[config.mk]
export PLATFORM = sky130hd
export DESIGN_NAME = pmode_ctrl_reg
export DESIGN_NICKNAME = d
export VERILOG_FILES = /design/src/rtl/pmode_pkg.sv /design/src/rtl/pmode_sync.sv /design/src/rtl/pmode_status.sv /design/src/rtl/pmode_mode_fsm.sv /design/src/rtl/pmode_ctrl_reg.sv
export SDC_FILE = /design/constraint.sdc
export NUM_CORES = 1
export LEC_CHECK = 0
export ABC_AREA = 1
export BUFFER_PORTS_ARGS = -buffer_cell sky130_fd_sc_hd__buf_2
export CAP_MARGIN = 20
export CORE_MARGIN = 5
export CORE_UTILIZATION = 30
export DETAILED_ROUTE_END_ITERATION = 12
export GPL_TIMING_DRIVEN = 1
export PLACE_DENSITY = 0.55
export SYNTH_ARGS = -nofsm -noshare
export SYNTH_HDL_FRONTEND = slang
export SYNTH_SLANG_ARGS = --single-unit
[constraint.sdc]
create_clock -name clk -period 2.8 [get_ports clk]
set_clock_uncertainty 0.15 [all_clocks]
set_input_delay 0 -clock clk [delete_from_list [all_inputs] [get_ports clk]]
set_output_delay 0 -clock clk [all_outputs]
set_load 0.005 [all_outputs]
[src/rtl/pmode_pkg.sv]
package pmode_pkg;

  localparam int MODE_N = 5;
  localparam int FLAG_N = 4;
  localparam int CMD_W  = 3;

  typedef enum logic [2:0] {
    MD_DEBUG   = 3'd0,
    MD_NORMAL  = 3'd1,
    MD_STANDBY = 3'd2,
    MD_STOP    = 3'd3,
    MD_SLEEP   = 3'd4
  } pmode_e;

  localparam logic [CMD_W-1:0] CMD_DEBUG   = 3'b000;
  localparam logic [CMD_W-1:0] CMD_NORMAL  = 3'b001;
  localparam logic [CMD_W-1:0] CMD_STANDBY = 3'b010;
  localparam logic [CMD_W-1:0] CMD_STOP_A  = 3'b100;
  localparam logic [CMD_W-1:0] CMD_STOP_B  = 3'b101;
  localparam logic [CMD_W-1:0] CMD_SLEEP   = 3'b110;

  localparam int BIT_BATFAIL = 0;
  localparam int BIT_WDRST   = 1;
  localparam int BIT_VTEMP   = 2;
  localparam int BIT_GFAIL   = 3;

  localparam int FAULT_N = 5;

endpackage

[src/rtl/pmode_sync.sv]
module pmode_sync #(
  parameter int WIDTH  = 8,
  parameter int STAGES = 2
) (
  input  logic             clk,
  input  logic             rst_n,
  input  logic [WIDTH-1:0] d_async,
  output logic [WIDTH-1:0] q_sync
);

  logic [WIDTH-1:0] stg [STAGES];

  always_ff @(posedge clk or negedge rst_n) begin
    if (!rst_n) stg[0] <= '0;
    else        stg[0] <= d_async;
  end

  for (genvar s = 1; s < STAGES; s++) begin : g_stage
    always_ff @(posedge clk or negedge rst_n) begin
      if (!rst_n) stg[s] <= '0;
      else        stg[s] <= stg[s-1];
    end
  end

  assign q_sync = stg[STAGES-1];

endmodule

[src/rtl/pmode_status.sv]
module pmode_status
  import pmode_pkg::*;
(
  input  logic               clk,
  input  logic               rst_n,
  input  logic               sup_low_s,
  input  logic               wd_evt_s,
  input  logic [FAULT_N-1:0] faults_s,
  input  logic               vtemp_s,
  input  logic               rd_clr,
  output logic [FLAG_N-1:0]  flags
);

  logic batfail_q;
  logic wdrst_q;
  logic gfail_q;
  logic vtemp_q;

  always_ff @(posedge clk or negedge rst_n) begin
    if (!rst_n) begin
      batfail_q <= 1'b0;
      wdrst_q   <= 1'b0;
      gfail_q   <= 1'b0;
      vtemp_q   <= 1'b0;
    end else begin
      // hardware set has priority over the read clear
      if (sup_low_s)   batfail_q <= 1'b1;
      else if (rd_clr) batfail_q <= 1'b0;
      if (wd_evt_s)    wdrst_q   <= 1'b1;
      else if (rd_clr) wdrst_q   <= 1'b0;
      gfail_q <= |faults_s;
      vtemp_q <= vtemp_s;
    end
  end

  always_comb begin
    flags              = '0;
    flags[BIT_BATFAIL] = batfail_q;
    flags[BIT_WDRST]   = wdrst_q;
    flags[BIT_VTEMP]   = vtemp_q;
    flags[BIT_GFAIL]   = gfail_q;
  end

  p_batfail_set_r8: assert property (@(posedge clk) disable iff (!rst_n)
    sup_low_s |=> flags[BIT_BATFAIL]);

  p_batfail_hold_r8: assert property (@(posedge clk) disable iff (!rst_n)
    (flags[BIT_BATFAIL] && !rd_clr) |=> flags[BIT_BATFAIL]);

  p_wdrst_set_r9: assert property (@(posedge clk) disable iff (!rst_n)
    wd_evt_s |=> flags[BIT_WDRST]);

  p_wdrst_hold_r9: assert property (@(posedge clk) disable iff (!rst_n)
    (flags[BIT_WDRST] && !rd_clr) |=> flags[BIT_WDRST]);

endmodule

[src/rtl/pmode_mode_fsm.sv]
module pmode_mode_fsm
  import pmode_pkg::*;
(
  input  logic              clk,
  input  logic              rst_n,
  input  logic              cmd_vld,
  input  logic [CMD_W-1:0]  cmd,
  input  logic              batfail,
  input  logic              nostop,
  input  logic              stop_wd,
  output logic [MODE_N-1:0] mode_oh,
  output logic              wd_enable
);

  pmode_e cur_q;
  pmode_e nxt;

  always_comb begin
    nxt = cur_q;
    if (cmd_vld) begin
      unique case (cmd)
        CMD_DEBUG:   nxt = (cur_q == MD_DEBUG) ? MD_NORMAL : MD_DEBUG;
        CMD_NORMAL:  nxt = MD_NORMAL;
        CMD_STANDBY: nxt = MD_STANDBY;
        CMD_STOP_A,
        CMD_STOP_B:  nxt = MD_STOP;
        CMD_SLEEP:   nxt = (!batfail && nostop) ? MD_SLEEP : cur_q;
        default:     nxt = cur_q;
      endcase
    end
  end

  always_ff @(posedge clk or negedge rst_n) begin
    if (!rst_n) cur_q <= MD_NORMAL;
    else        cur_q <= nxt;
  end

  for (genvar m = 0; m < MODE_N; m++) begin : g_onehot
    assign mode_oh[m] = (cur_q == pmode_e'(m));
  end

  always_comb begin
    unique case (cur_q)
      MD_NORMAL, MD_STANDBY: wd_enable = 1'b1;
      MD_STOP:               wd_enable = stop_wd;
      default:               wd_enable = 1'b0;
    endcase
  end

  p_mode_onehot_r2: assert property (@(posedge clk) disable iff (!rst_n)
    $countones(mode_oh) == 1);

  p_sleep_guard_r4: assert property (@(posedge clk) disable iff (!rst_n)
    $rose(mode_oh[MD_SLEEP]) |-> $past(!batfail && nostop && cmd_vld));

  p_idle_stable_r5: assert property (@(posedge clk) disable iff (!rst_n)
    !cmd_vld |=> $stable(mode_oh));

  p_wd_off_debug_r6: assert property (@(posedge clk) disable iff (!rst_n)
    (mode_oh[MD_DEBUG] || mode_oh[MD_SLEEP]) |-> !wd_enable);

endmodule

[src/rtl/pmode_ctrl_reg.sv]
module pmode_ctrl_reg
  import pmode_pkg::*;
#(
  parameter int          ADDR_W   = 8,
  parameter logic [7:0]  REG_ADDR = 8'h0B,
  parameter int          SYNC_STG = 2
) (
  input  logic              clk,
  input  logic              por_n,
  input  logic              ext_rst_n,
  input  logic              req_valid,
  output logic              req_ready,
  input  logic              req_write,
  input  logic [ADDR_W-1:0] req_addr,
  input  logic [FLAG_N-1:0] req_wdata,
  output logic              rsp_valid,
  input  logic              rsp_ready,
  output logic [FLAG_N-1:0] rsp_rdata,
  input  logic              supply_low,
  input  logic              wd_reset_evt,
  input  logic              can_tx_dom,
  input  logic              can_overcur,
  input  logic              can_therm,
  input  logic              hs1_overtemp,
  input  logic              v2_low,
  input  logic              vdd_temp_warn,
  input  logic              rcr_nostop,
  input  logic              rcr_stop_wd,
  output logic [MODE_N-1:0] mode_onehot,
  output logic              wd_enable
);

  localparam int SYNC_W = FAULT_N + 3;

  logic rst_n;
  assign rst_n = por_n & ext_rst_n;

  logic [SYNC_W-1:0] raw_in;
  logic [SYNC_W-1:0] syn_in;

  assign raw_in = {vdd_temp_warn, wd_reset_evt, supply_low,
                   v2_low, hs1_overtemp, can_therm, can_overcur, can_tx_dom};

  pmode_sync #(.WIDTH(SYNC_W), .STAGES(SYNC_STG)) u_sync (
    .clk     (clk),
    .rst_n   (rst_n),
    .d_async (raw_in),
    .q_sync  (syn_in)
  );

  logic accept;
  logic hit;
  logic rd_clr;
  logic wr_cmd;
  logic [FLAG_N-1:0] flags;

  assign req_ready = !rsp_valid || rsp_ready;
  assign accept    = req_valid && req_ready;
  assign hit       = (req_addr == REG_ADDR[ADDR_W-1:0]);
  assign rd_clr    = accept && !req_write && hit;
  assign wr_cmd    = accept && req_write && hit;

  pmode_status u_status (
    .clk       (clk),
    .rst_n     (rst_n),
    .sup_low_s (syn_in[FAULT_N]),
    .wd_evt_s  (syn_in[FAULT_N+1]),
    .faults_s  (syn_in[FAULT_N-1:0]),
    .vtemp_s   (syn_in[FAULT_N+2]),
    .rd_clr    (rd_clr),
    .flags     (flags)
  );

  pmode_mode_fsm u_fsm (
    .clk       (clk),
    .rst_n     (rst_n),
    .cmd_vld   (wr_cmd),
    .cmd       (req_wdata[CMD_W-1:0]),
    .batfail   (flags[BIT_BATFAIL]),
    .nostop    (rcr_nostop),
    .stop_wd   (rcr_stop_wd),
    .mode_oh   (mode_onehot),
    .wd_enable (wd_enable)
  );

  always_ff @(posedge clk or negedge rst_n) begin
    if (!rst_n) begin
      rsp_valid <= 1'b0;
      rsp_rdata <= '0;
    end else if (accept && !req_write) begin
      rsp_valid <= 1'b1;
      rsp_rdata <= hit ? flags : '0;
    end else if (rsp_ready) begin
      rsp_valid <= 1'b0;
    end
  end

  p_rsp_hold_r11: assert property (@(posedge clk) disable iff (!rst_n)
    (rsp_valid && !rsp_ready) |=> (rsp_valid && $stable(rsp_rdata)));

  p_read_resp_r7: assert property (@(posedge clk) disable iff (!rst_n)
    (req_valid && req_ready && !req_write) |=> rsp_valid);

endmodule

==> Yosys cells after proc, flatten, opt, wreduce, memory -nomap -nowiden <==
Cells that the tools add are included.
{ "totals": {"register_bits": 28, "inputBits": 28, "output_inout_bits": 12, "word_cells": 51} }
{ "op_classes": {"eq_ne": 11, "muxes": 10, "bitwise": 1, "reduce_logical": 20} }
{ "ops": {"columns": ["operator", "count"], "rows": [
  ["$pmux W3 S5", 1],
  ["$eq A3 B3 Y1 const B", 4],
  ["$eq A3 B2 Y1 const B", 3],
  ["$eq A8 B4 Y1 const B", 1],
  ["$eq A3 B1 Y1 const B", 2],
  ["$logic_and A1 B1 Y1", 6],
  ["$logic_not A3 Y1", 2],
  ["$mux W1", 6],
  ["$reduce_bool A2 Y1", 3],
  ["$reduce_bool A5 Y1", 1],
  ["$reduce_or A5 Y1", 1],
  ["$mux W4", 1],
  ["$reduce_or A2 Y1", 2],
  ["$logic_not A1 Y1", 3],
  ["$mux W3", 1],
  ["$reduce_and A3 Y1", 1],
  ["$ne A2 B1 Y1 const B", 1],
  ["$pmux W1 S2", 1],
  ["$and A1 B1 Y1", 1],
  ["$logic_or A1 B1 Y1", 1]
]} }

==> Logic depth before layout (Yosys ltp) <==
{ "logic_depth": {"ltp_word": 7, "ltp_mapped": 7, "ltp_nobuf": 7} }

==> Cells and area by module <==
A second synthesis with hierarchy kept.
{ "hier_totals": {"cells_unflattened": 117, "hier_area_um2": 1181.1} }
{ "by_module_without_submodules": {"columns": ["module", "n_inst", "cells_per_inst", "area_per_inst_um2", "seq_area_each_um2"], "rows": [
  ["pmode_sync", 1, 24, 460.4, 400.4],
  ["pmode_ctrl_reg", 1, 38, 309.0, 125.1],
  ["pmode_mode_fsm", 1, 39, 242.7, 76.3],
  ["pmode_status", 1, 16, 168.9, 100.1]
]} }

==> Least setup slack after synthesis <==
No wires, ideal clock.
{ "synth_timing": {"kind": "register to register", "start": "register rsp_valid", "end": "register u_fsm.cur_q[1]", "setup_ns": 0.117, "arrival_ns": 0.889, "required_ns": 2.533, "slack_ns": 1.644, "path_stages_with_launch": 7, "path_cell_list": "dfrtp_1 -> nand2_4 -> nand2_2 -> nor2_2 -> nand3_2 -> nand2_1 -> nand2_1"} }
{ "synth_between": {"elab_chain_cells": 6} }
{ "synth_lines": {"columns": ["item", "line", "source"], "rows": [
  ["start: declaration", "pmode_ctrl_reg.sv:16", "output logic rsp_valid,"],
  ["start signal: assignment", "pmode_ctrl_reg.sv:88", "rsp_valid <= 1'b0;"],
  ["start signal: assignment", "pmode_ctrl_reg.sv:91", "rsp_valid <= 1'b1;"],
  ["start signal: assignment", "pmode_ctrl_reg.sv:94", "rsp_valid <= 1'b0;"],
  ["$logic_not A1 Y1", "pmode_ctrl_reg.sv:57", "assign req_ready = !rsp_valid || rsp_ready;"],
  ["$logic_or A1 B1 Y1", "pmode_ctrl_reg.sv:57", null],
  ["via req_ready", "pmode_ctrl_reg.sv:12", "output logic req_ready,"],
  ["$logic_and A1 B1 Y1", "pmode_ctrl_reg.sv:58", "assign accept = req_valid && req_ready;"],
  ["$logic_and A1 B1 Y1 (2 in series)", "pmode_ctrl_reg.sv:61", "assign wr_cmd = accept && req_write && hit;"],
  ["$reduce_and A3 Y1 (no line)", null, null],
  ["end signal: assignment", "pmode_mode_fsm.sv:35", "else cur_q <= nxt;"],
  ["end: declaration", "pmode_mode_fsm.sv:15", "pmode_e cur_q;"]
]} }
The timed path passes the listed nets, and every way through them passes these cells.
A chain may end at the register's enable or synchronous reset.

==> Worst setup path in the final report <==
{ "layout_timing": {"start": "register rsp_valid", "end": "register rsp_rdata[3]"} }
{ "layout_between": {"elab_chain_cells": 4} }
{ "layout_lines": {"columns": ["item", "line", "source"], "rows": [
  ["$logic_not A1 Y1", "pmode_ctrl_reg.sv:57", null],
  ["$logic_or A1 B1 Y1", "pmode_ctrl_reg.sv:57", null],
  ["$logic_and A1 B1 Y1", "pmode_ctrl_reg.sv:58", null],
  ["$logic_and A1 B1 Y1", "pmode_ctrl_reg.sv:90", "end else if (accept && !req_write) begin"],
  ["end signal: assignment", "pmode_ctrl_reg.sv:92", "rsp_rdata <= hit ? flags : '0;"],
  ["end: declaration", "pmode_ctrl_reg.sv:18", "output logic [FLAG_N-1:0] rsp_rdata,"]
]} }
No other way between the ends.

==> impl_metrics.py <==
metrics = {
    "global_routing": {
        "grt_max_degree": 29,
        "grt_pass1_wl_um": 3520,
        "track_usage_pct": 8.62,
        "overflow": 0,
        "antenna_found_initial": 0,
        "grt_pass1_vias": 879,
    },
    "synth": {
        "synth_edf_count": 0,
        "synth-main-ff-cell": "dfrtp_1",
        "synthesis.nets": 140,
        "synth_top_area_share_pct": 60.8,
        "synth.distinct_cells": 19,
        "seq_area_frac_synth_pct": 63.2,
        "postSynthCellCount": 112,
        "avgSynthCellArea_sq_um": 9.92,
        "yosys_warnings": 0,
        "syn_area_sq_mm": 0.00111,
        "yosys-top-cells-count": "31 x nand2_1, 27 x dfrtp_1, 13 x inv_1, 8 x nor2_1",
        "ys_ff_latch": 28,
        "yosys.area.top_type": "dfrtp_1",
        "async_flop_share_pct": 100,
        "yosysMostFrequentCell": "nand2_1",
        "synthTopCellsByArea": "dfrtp_1 61%, nand2_1 10%, inv_1 4.4%",
    },
    "sta": {
        "tightest_slew_ps": 196,
        "finalSetupViolations": 0,
        "finalCriticalPeriod_ps": 2210,
        "slew_headroom_pct": 86.9,
        "timing.final.crit_share_pct": 78.8,
        "tns_ps": 0,
        "rsz0062_at_grt": "no",
        "max_freq_ghz": 0.453,
        "final_max_slew_viol_count": 0,
        "postLayoutSetupSlackWorst_ps": 594,
        "finalHoldViolCount": 0,
    },
    "worst_setup_path": {
        "critPathCaptureType": "register",
        "startpoint_type": "register",
        "crit_slowest_cell": "dlygate4sd3_1",
        "path_class": "register to register",
        "required_ps": 2860,
        "crit_top_cell": "dlygate4sd3_1",
        "slowest_delay_ps": 570,
        "crit_fanout": 5,
        "worstPathCellList": "nand2_4 > nand2_2 > nor2_4 > dlygate4sd3_1 > nand3_1 > dlygate4sd3_1 > nand2_1",
        "crit_arrival_ps": 2270,
    },
    "placement": {
        "port_buffers": 38,
        "dp_hpwl_um": 1570,
        "post-place-ws_ps": 1550,
        "dp_cells": 198,
        "gp_congestion": 0.775,
    },
    "die": {
        "core_sq_mm": 0.00363,
        "initial_utilization_pct": 30.6,
        "die_w_um": 70.9,
        "dieHeight_um": 70.9,
        "rows": 22,
        "die-area_sq_mm": 0.00502,
        "ios": 40,
    },
    "clocking": {
        "clock_latency_ps": 270,
        "clock_path_buffers": 2,
        "clock-root-buffer": "clkbuf_8",
        "clk_transition_reported_paths_ps": 90,
        "cts_tree": "done",
        "cts_htree_levels": 1,
        "cts_resized": 0,
        "cts_buffers": 3,
        "cts.sinks": 28,
    },
    "power": {
        "power_density_mw_per_mm2": 494,
        "power_uw": 814,
        "ir_drop_mv": 0.323,
        "cellLeakagePower_nw": 0.920,
    },
    "drt": {
        "avgViaCountPerCell": 4.14,
        "antenna_left": 0,
        "drc": 0,
        "wire_per_inst_um": 9.33,
        "drtPass1Iterations": 3,
        "drtIter0Drc": 31,
        "vias": 919,
        "wl_um": 2070,
    },
    "cells_and_area": {
        "instances_no_fill": 222,
        "area_growth_pct": 48.5,
        "drive_above_1_share_pct": 35.6,
        "n_antenna_cell": 0,
        "final_nets": 203,
        "fin_util_pct": 45.4,
    },
    "hold_path": {
        "hp-class": "primary input to register",
    },
    "run_status": {
        "status": "finished clean",
    },
    "run": {
        "maxCapViolations": 0,
    },
}
metal layers:
layer	vias up	global-route usage [%]	wire length (um)
met3	5	2.70	230
met1	413	9.01	814
met2	37	15.8	992
met4	0	3.76	35
li1	464	-	-
met5	-	0	0
worst paths after layout:
path | slack [ps] | depth (start not counted) | startpoint | to
worst max-delay path | 590 | 7 | rsp_valid | rsp_rdata[3]
worst min-delay path | 1 | 6 | req_addr[4] | rsp_rdata[2]
worst max register to register | 590 | 7 | rsp_valid | rsp_rdata[3]
worst min register to register | 200 | 0 | u_sync.stg[13] | u_sync.q_sync[5]
max in group asynchronous | 1500 | 6 | ext_rst_n | u_fsm.cur_q[0]
min in group asynchronous | 40 | 4 | por_n | u_sync.stg[13]
worst max-delay path: cells and delay by family, from the launching register on:
kind          cells  cell delay (ps)
flops             1              430
buf+inv           2             1140
simple gates      5              450
kinds of logic after synthesis:
| logic type | Yosys count | share of synthesized area (%) |
|---|---|---|
| AO/OA/AOI/OAI | 4 | 2.14 |
| flip-flops | 28 | 63.2 |
| buffers and inverters | 16 | 5.41 |
| AND/OR/NAND/NOR | 64 | 29.3 |
sequential cells by signal, indices dropped and copies added (netlist names):
name / cells
rsp_rdata: 4
rsp_valid: 1
u_fsm.cur_q: 3
u_status.batfail_q: 1
u_status.gfail_q: 1
u_status.vtemp_q: 1
u_status.wdrst_q: 1
u_sync.q_sync: 8
u_sync.stg: 8
stage by stage:
| step | instance area (sq um) | hold slack, ps |
|---|---|---|
| final | 1650 | 1.48 |
| after CTS | 1620 | 0.639 |
| after global placement | 1360 | -42.4 |
| after floorplan | 1110 | -119 |
| after detailed placement | 1360 | -39.8 |
| after global routing | 1650 | 13.0 |
where the power goes:
group          switching, mW  internal [mW]  total [mW]  leakage, nW
Combinational         0.0385         0.0465      0.0850        0.539
Sequential           0.00598          0.419       0.425        0.345
Clock                  0.113          0.191       0.304       0.0357
cells in the final DEF (no fill, tap or decap), drive strengths merged:
| master | synthesis | layout |
|---|---|---|
| a21oi | 1 | 1 |
| buf | 0 | 39 |
| bufinv | 0 | 1 |
| clkbuf | 0 | 3 |
| dfrtp | 27 | 27 |
| dfstp | 1 | 1 |
| dlygate4sd3 | 0 | 19 |
| inv | 16 | 16 |
| nand2 | 36 | 36 |
| nand3 | 7 | 7 |
| nand3b | 1 | 1 |
| nand4 | 2 | 2 |
| nor2 | 15 | 15 |
| nor3 | 3 | 3 |
| o21ai | 3 | 3 |
cell type report:
class | instances | area (sq um)
fill | 352 | 1980
sequential | 28 | 702
timing repair buffer | 58 | 408
multi-input combinational | 68 | 349
inverter | 16 | 60.1
tap | 48 | 60.1
clock buffer | 3 | 41.3
clock inverter | 1 | 30.0
what timing repair did:
action | 4_1_cts | 5_1_grt
hold endpoints to repair | 44 | 0
setup buffers | 0 | 0
hold buffers | 19 | 0
Note: power is estimated with default switching activity, not from simulation.
